**config.mk**
```make
export PLATFORM = sky130hd
export DESIGN_NAME = irq_vector_ctrl
export DESIGN_NICKNAME = d
export VERILOG_FILES = /design/src/rtl/irq_pkg.sv /design/src/rtl/irq_flag_bank.sv /design/src/rtl/irq_arbiter.sv /design/src/rtl/irq_core_ctl.sv /design/src/rtl/irq_vector_ctrl.sv
export SDC_FILE = /design/constraint.sdc
export NUM_CORES = 1
export LEC_CHECK = 0
export BUFFER_PORTS_ARGS = -buffer_cell sky130_fd_sc_hd__buf_2
export CAP_MARGIN = 25
export CORE_MARGIN = 4
export CORE_UTILIZATION = 53
export CTS_CLUSTER_SIZE = 8
export DETAILED_ROUTE_END_ITERATION = 10
export GPL_TIMING_DRIVEN = 0
export HOLD_SLACK_MARGIN = 0.1
export PLACE_DENSITY = 0.85
export SLEW_MARGIN = 20
export SYNTH_ARGS = -nofsm -noshare
export SYNTH_HDL_FRONTEND = slang
export SYNTH_SLANG_ARGS = --single-unit
export TNS_END_PERCENT = 5
```
**constraint.sdc**
```tcl
create_clock -name clk -period 2.25 [get_ports clk]
set_input_delay 0.45 -clock clk [delete_from_list [all_inputs] [get_ports clk]]
set_output_delay 0.45 -clock clk [all_outputs]
set_load 0.01 [all_outputs]
```
**src/rtl/irq_pkg.sv**
```systemverilog
package irq_pkg;
  localparam int NUM_SRC = 11;
  localparam int NUM_DED = 3;
  localparam int NUM_VEC = NUM_DED + 1;
  localparam int VEC_W   = $clog2(NUM_VEC);

  typedef enum logic [VEC_W-1:0] {
    VEC_EXT    = 2'd0,
    VEC_TMR0   = 2'd1,
    VEC_T0EDGE = 2'd2,
    VEC_PERIPH = 2'd3
  } vec_e;

  // Combined peripheral request, gated by the group enable
  function automatic logic periph_pending(input logic [NUM_SRC-1:0] f,
                                          input logic [NUM_SRC-1:0] e,
                                          input logic grp);
    return grp & (|(f[NUM_SRC-1:NUM_DED] & e[NUM_SRC-1:NUM_DED]));
  endfunction

  // Keep only the lowest set bit (highest priority)
  function automatic logic [NUM_VEC-1:0] first_grant(input logic [NUM_VEC-1:0] p);
    return p & (~p + 1'b1);
  endfunction

  function automatic logic [VEC_W-1:0] grant_index(input logic [NUM_VEC-1:0] g);
    logic [VEC_W-1:0] idx;
    idx = '0;
    for (int k = 0; k < NUM_VEC; k++)
      if (g[k]) idx = k[VEC_W-1:0];
    return idx;
  endfunction
endpackage

```
**src/rtl/irq_flag_bank.sv**
```systemverilog
module irq_flag_bank
  import irq_pkg::*;
(
  input  logic               clk,
  input  logic               rst_n,
  input  logic [NUM_SRC-1:0] evt_i,
  input  logic               flag_wr_i,
  input  logic               en_wr_i,
  input  logic [NUM_SRC-1:0] wdata_i,
  input  logic               auto_clr_i,
  input  logic [VEC_W-1:0]   clr_idx_i,
  output logic [NUM_SRC-1:0] flags_o,
  output logic [NUM_SRC-1:0] enables_o
);
  always_ff @(posedge clk or negedge rst_n) begin
    if (!rst_n)       enables_o <= '0;
    else if (en_wr_i) enables_o <= wdata_i;
  end

  for (genvar i = 0; i < NUM_SRC; i++) begin : g_flag
    logic clr_hit;
    logic nxt;
    if (i < NUM_DED) begin : g_ded
      assign clr_hit = auto_clr_i && (clr_idx_i == i[VEC_W-1:0]);
    end else begin : g_per
      assign clr_hit = 1'b0;
    end
    // event has the last word so no event is lost
    assign nxt = ((flag_wr_i ? wdata_i[i] : flags_o[i]) & ~clr_hit) | evt_i[i];

    always_ff @(posedge clk or negedge rst_n) begin
      if (!rst_n) flags_o[i] <= 1'b0;
      else        flags_o[i] <= nxt;
    end

    AST_EVT_SETS_FLAG: assert property (@(posedge clk) disable iff (!rst_n)
      evt_i[i] |=> flags_o[i]);
    AST_EVT_OVER_WRITE: assert property (@(posedge clk) disable iff (!rst_n)
      (evt_i[i] && flag_wr_i && !wdata_i[i]) |=> flags_o[i]);
  end
endmodule

```
**src/rtl/irq_arbiter.sv**
```systemverilog
module irq_arbiter
  import irq_pkg::*;
(
  input  logic               clk,
  input  logic               rst_n,
  input  logic [NUM_SRC-1:0] flags_i,
  input  logic [NUM_SRC-1:0] enables_i,
  input  logic               grp_en_i,
  input  logic               gdis_i,
  output logic [NUM_VEC-1:0] grant_o,
  output logic [VEC_W-1:0]   vec_o,
  output logic               req_o,
  output logic               wake_o
);
  logic [NUM_VEC-1:0] pend;

  always_comb begin
    pend[NUM_DED-1:0] = flags_i[NUM_DED-1:0] & enables_i[NUM_DED-1:0];
    pend[NUM_VEC-1]   = periph_pending(flags_i, enables_i, grp_en_i);
  end

  assign grant_o = first_grant(pend);
  assign vec_o   = grant_index(grant_o);
  assign wake_o  = |pend;
  assign req_o   = (|pend) & ~gdis_i;

  AST_GRANT_ONEHOT: assert property (@(posedge clk) disable iff (!rst_n)
    $onehot0(grant_o));
  AST_PERIPH_LAST: assert property (@(posedge clk) disable iff (!rst_n)
    grant_o[NUM_VEC-1] |-> (pend[NUM_DED-1:0] == '0));
  AST_REQ_WAKES: assert property (@(posedge clk) disable iff (!rst_n)
    req_o |-> wake_o);
endmodule

```
**src/rtl/irq_core_ctl.sv**
```systemverilog
module irq_core_ctl (
  input  logic clk,
  input  logic rst_n,
  input  logic ctrl_wr_i,
  input  logic gdis_wdata_i,
  input  logic grp_wdata_i,
  input  logic req_i,
  input  logic ack_i,
  input  logic reti_i,
  output logic gdis_o,
  output logic grp_en_o,
  output logic take_o,
  output logic push_o,
  output logic pop_o
);
  assign take_o = req_i & ack_i;
  assign push_o = take_o;
  assign pop_o  = reti_i;

  // priority: accept > return > software write
  always_ff @(posedge clk or negedge rst_n) begin
    if (!rst_n)         gdis_o <= 1'b1;
    else if (take_o)    gdis_o <= 1'b1;
    else if (reti_i)    gdis_o <= 1'b0;
    else if (ctrl_wr_i) gdis_o <= gdis_wdata_i;
  end

  always_ff @(posedge clk or negedge rst_n) begin
    if (!rst_n)         grp_en_o <= 1'b0;
    else if (ctrl_wr_i) grp_en_o <= grp_wdata_i;
  end

  AST_TAKE_DISABLES: assert property (@(posedge clk) disable iff (!rst_n)
    take_o |=> gdis_o);
  AST_RETI_ENABLES: assert property (@(posedge clk) disable iff (!rst_n)
    (reti_i && !take_o) |=> !gdis_o);
endmodule

```
**src/rtl/irq_vector_ctrl.sv**
```systemverilog
module irq_vector_ctrl
  import irq_pkg::*;
#(
  parameter int ADDR_W = 2
) (
  input  logic               clk,
  input  logic               rst_n,
  input  logic [NUM_SRC-1:0] evt_i,
  input  logic [ADDR_W-1:0]  reg_addr_i,
  input  logic               reg_wr_i,
  input  logic [NUM_SRC-1:0] reg_wdata_i,
  output logic [NUM_SRC-1:0] reg_rdata_o,
  input  logic               ack_i,
  input  logic               reti_i,
  output logic               irq_req_o,
  output logic [VEC_W-1:0]   irq_vec_o,
  output logic               push_o,
  output logic               pop_o,
  output logic               wake_o
);
  localparam logic [ADDR_W-1:0] A_FLAG = ADDR_W'(0);
  localparam logic [ADDR_W-1:0] A_EN   = ADDR_W'(1);
  localparam logic [ADDR_W-1:0] A_CTRL = ADDR_W'(2);

  logic [NUM_SRC-1:0] flags_q, enables_q;
  logic [NUM_VEC-1:0] grant;
  logic gdis_q, grp_en_q, take;
  logic flag_wr, en_wr, ctrl_wr;

  assign flag_wr = reg_wr_i && (reg_addr_i == A_FLAG);
  assign en_wr   = reg_wr_i && (reg_addr_i == A_EN);
  assign ctrl_wr = reg_wr_i && (reg_addr_i == A_CTRL);

  irq_flag_bank u_bank (
    .clk(clk), .rst_n(rst_n), .evt_i(evt_i),
    .flag_wr_i(flag_wr), .en_wr_i(en_wr), .wdata_i(reg_wdata_i),
    .auto_clr_i(take && (irq_vec_o != VEC_PERIPH)), .clr_idx_i(irq_vec_o),
    .flags_o(flags_q), .enables_o(enables_q)
  );

  irq_arbiter u_arb (
    .clk(clk), .rst_n(rst_n), .flags_i(flags_q), .enables_i(enables_q),
    .grp_en_i(grp_en_q), .gdis_i(gdis_q), .grant_o(grant),
    .vec_o(irq_vec_o), .req_o(irq_req_o), .wake_o(wake_o)
  );

  irq_core_ctl u_ctl (
    .clk(clk), .rst_n(rst_n), .ctrl_wr_i(ctrl_wr),
    .gdis_wdata_i(reg_wdata_i[0]), .grp_wdata_i(reg_wdata_i[1]),
    .req_i(irq_req_o), .ack_i(ack_i), .reti_i(reti_i),
    .gdis_o(gdis_q), .grp_en_o(grp_en_q), .take_o(take),
    .push_o(push_o), .pop_o(pop_o)
  );

  always_comb begin
    unique case (reg_addr_i)
      A_FLAG:  reg_rdata_o = flags_q;
      A_EN:    reg_rdata_o = enables_q;
      A_CTRL:  reg_rdata_o = {{(NUM_SRC-2){1'b0}}, grp_en_q, gdis_q};
      default: reg_rdata_o = '0;
    endcase
  end

  AST_DED_AUTOCLR: assert property (@(posedge clk) disable iff (!rst_n)
    (take && irq_vec_o != VEC_PERIPH && !evt_i[irq_vec_o])
      |=> !flags_q[$past(irq_vec_o)]);
  AST_PERIPH_KEEP: assert property (@(posedge clk) disable iff (!rst_n)
    (take && irq_vec_o == VEC_PERIPH && !flag_wr)
      |=> (($past(flags_q) & ~flags_q) == '0));
  AST_PUSH_ONLY_REQ: assert property (@(posedge clk) disable iff (!rst_n)
    push_o |-> (irq_req_o && ack_i && $onehot(grant)));
  AST_EVT_BEATS_CLR: assert property (@(posedge clk) disable iff (!rst_n)
    (take && irq_vec_o != VEC_PERIPH && evt_i[irq_vec_o])
      |=> flags_q[$past(irq_vec_o)]);
endmodule

```
==> impl_metrics.csv <==
group,metric,value,unit
route,dr.pass1.iters,5,
placement,portBuffers,44,
timing,tightest_slew,0.538,ns
synthesis,ys_seq_area_share,44.5,%
global_route,grt_max_degree,25,
cells_and_area,fill_cells,188,
power,power_density,733,nW/um^2
synthesis,yosysWarnings,0,
synthesis,synth.avg_cell_area,11.4,um^2
global_route,gr-total-overflow,0,
timing,finalSetupViolCount,0,
cells_and_area,regArea,602,um^2
setup_path,ff2ff_setup_slack,0.93,ns
cells_and_area,antenna_cells,0,
setup_path,rr_worst_depth,4,
setup_path,cp.depth,4,
route,drt_wl_total,3090,um
clock_tree,h-tree-depth,1,
setup_path,worstPathRequired,1.80,ns
worst_hold_path,hold_class,"in -> reg",
route,vias_per_cell,5.64,
route,vias,1134,
clock_tree,numCtsBuffers,3,
setup_path,cp_top_family,"compound AO/OA/AOI/OAI gates",
route,drtIter0Drc,43,
timing,finalClockSkew,0.00356,ns
cells_and_area,layout-drive-gt1-share,42.1,%
timing,relSlewSlack,64.1,%
cells_and_area,syn_to_final_growth,25.4,%
synthesis,syn_nets,148,
global_route,grt_pass1_wl,5060,um
global_route,track_usage,19.2,%
clock_tree,insertion_delay,0.31,ns
setup_path,path_class,"reg -> out",
clock_tree,cts_tree,"done",
route,wire_per_inst,15.3,um
floorplan,die_h,58.5,um
floorplan,core,2450,um^2
cells_and_area,final_nets,201,
placement,dp_slack,0.374,ns
setup_path,slowest_delay,0.47,ns
cells_and_area,final_common_cell,"buf_2",
floorplan,start_util,55.0,%
setup_path,cp_num_buf_inv,1,
clock_tree,cts_sinks,24,
synthesis,ys_types,29,
setup_path,path_max_fanout,5,
clock_tree,cts_buffer_depth,2,
power,finalPower,1240,uW
floorplan,rows,18,
power,p_leak,0.000791,uW
placement,dp_hpwl,2220,um
cells_and_area,multi_input_area,702,um^2
run,max_cap_violations,0,
timing,max_freq,0.453,GHz
route,drcViolationCount,0,
global_route,first_global_vias,1146,
placement,place_congestion,0.805,
timing,finalCritPeriodShare,98.1,%
timing,final-hold-violation-count,0,
floorplan,die_width,58.5,um
synthesis,syn-instance-count,119,
timing,rsz0062_at_grt,"yes",
synthesis,ys_ff_latch,24,
clock_tree,clkTransAtPathRegs,0.13,ns
cells_and_area,final_cell_mix,"buf_2 (46), dfrtp_1 (23), mux2i_1 (14), mux2_2 (13), nor2b_1 (12)",
setup_path,worstPathCellList,"a22o_1 > o41ai_4 > a21oi_1 > buf_2",
worst_hold_path,holdPathStages,2,
outcome,status,"completed",
global_route,grt_antenna_before_repair,0,
power,ir_drop,0.593,mV
setup_path,cp-end-kind,"output pin",
timing,layout_setup_ws,0.0422,ns
floorplan,dieArea,3420,um^2
floorplan,io-pin-count,46,
setup_path,crit_slowest_cell,"o41ai_4",
timing,drv_slew,0,
route,ant_nets,0,
clock_tree,cts_root_buf,"clkbuf_4",
setup_path,worstSetupStartpointType,"flip-flop",
timing,finalCriticalPeriod,2.21,ns
synthesis,synth_area,1350,um^2
setup_path,cp.arrival,1.76,ns
==> power by group <==
group	switching [uW]	total (uW)	internal (uW)
Clock	131	311	180
Combinational	179	369	190
Sequential	63.2	562	499
==> stage by stage <==
stage	hold slack (ns)	std cells	instance area (um^2)	util, %	TNS [ns]
2_1_floorplan	0.154	119	1350	-	0
3_3_place_gp	0.449	193	1610	65.5	0
3_5_place_dp	0.455	193	1610	65.5	0
4_1_cts	0.299	198	1670	68.1	0
5_1_grt	0.284	201	1690	69.0	-0.255
6_report	0.306	201	1690	69.0	0
==> worst reg2reg max path, cell delays in order (launching register included) <==
cell      delay (ns)
dfrtp_1         0.46
a222oi_1        0.40
buf_4           0.21
nand2b_1        0.10
o211ai_1        0.08
==> synth_stat cells <==
master      n  area share (%)
dfrtp_1    23              43
mux2i_1    14              10
mux2_2     13              11
nor2b_1    12             5.6
nor2_1     10             2.8
a211o_1     8             5.2
a22o_1      5             3.2
nand2_1     5             1.4
a21oi_1     3             1.1
buf_2       2            0.74
buf_6       2             1.7
nand2b_1    2            0.93
nand3b_1    2             1.1
o21ai_0     2            0.74
o21bai_1    2             1.1
a21o_1      1            0.56
a222oi_1    1            0.74
buf_4       1            0.56
clkbuf_1    1            0.28
dfstp_2     1             1.9
inv_1       1            0.28
nand3_1     1            0.37
nand4_1     1            0.46
nor3_1      1            0.37
nor3b_4     1             1.4
nor4_1      1            0.46
o211ai_1    1            0.56
o2bb2ai_1   1            0.65
o41ai_4     1             2.0
==> final cells by class <==
type,count,area share (%)
Buffer,6,2.58
Clock buffer,3,1.33
Clock inverter,1,1.77
Inverter,1,0.222
Multi-Input combinational cell,88,41.4
Sequential cell,24,35.5
Tap cell,30,2.22
Timing Repair Buffer,48,14.9
==> worst paths after layout <==
check                                           startpoint                               end
hold / removal                                   evt_i[10]      u_bank.flags_o[10]$_DFF_PN0_
min in group asynchronous                            rst_n  u_bank.enables_o[10]$_DFFE_PN0P_
setup reg to reg           u_bank.enables_o[1]$_DFFE_PN0P_          u_ctl.gdis_o$_DFFE_PN1P_
setup / recovery               u_bank.flags_o[3]$_DFF_PN0_                      irq_vec_o[1]
hold reg to reg            u_bank.enables_o[5]$_DFFE_PN0P_   u_bank.enables_o[5]$_DFFE_PN0P_
max in group asynchronous                            rst_n          u_ctl.gdis_o$_DFFE_PN1P_
==> registers in the layout, summed over array words and instances (netlist names) <==
| name | flops |
|---|---|
| u_bank.enables_o | 11 |
| u_bank.flags_o | 11 |
| u_ctl.gdis_o | 1 |
| u_ctl.grp_en_o | 1 |
==> per-layer routing <==
metal	GRT usage [%]	vias to the layer above	wire (um)
met5	0	-	0
met4	6.62	0	19
met3	2.19	2	125
met2	36.4	26	1650
met1	22.0	566	1290
li1	-	540	-
==> what timing repair did <==
item                                    in CTS  in global routing
buffers inserted                             0                  3
endpoints found under the setup margin       0                  5
gates resized for setup                      0                  1
hold buffers                                 1                  0
endpoints found under the hold margin       14                  0
==> logic make-up (layout without fill, tap and decap cells) <==
family          count (synthesis)  in the layout  share of synthesized area [%]
compound gates                 25             25                           15.9
mux                            27             27                           21.2
flops                          24             24                           44.5
simple gates                   36             36                           14.8
buf+inv                         7             59                           3.52
No activity file was read; power rests on OpenSTA's default activity.
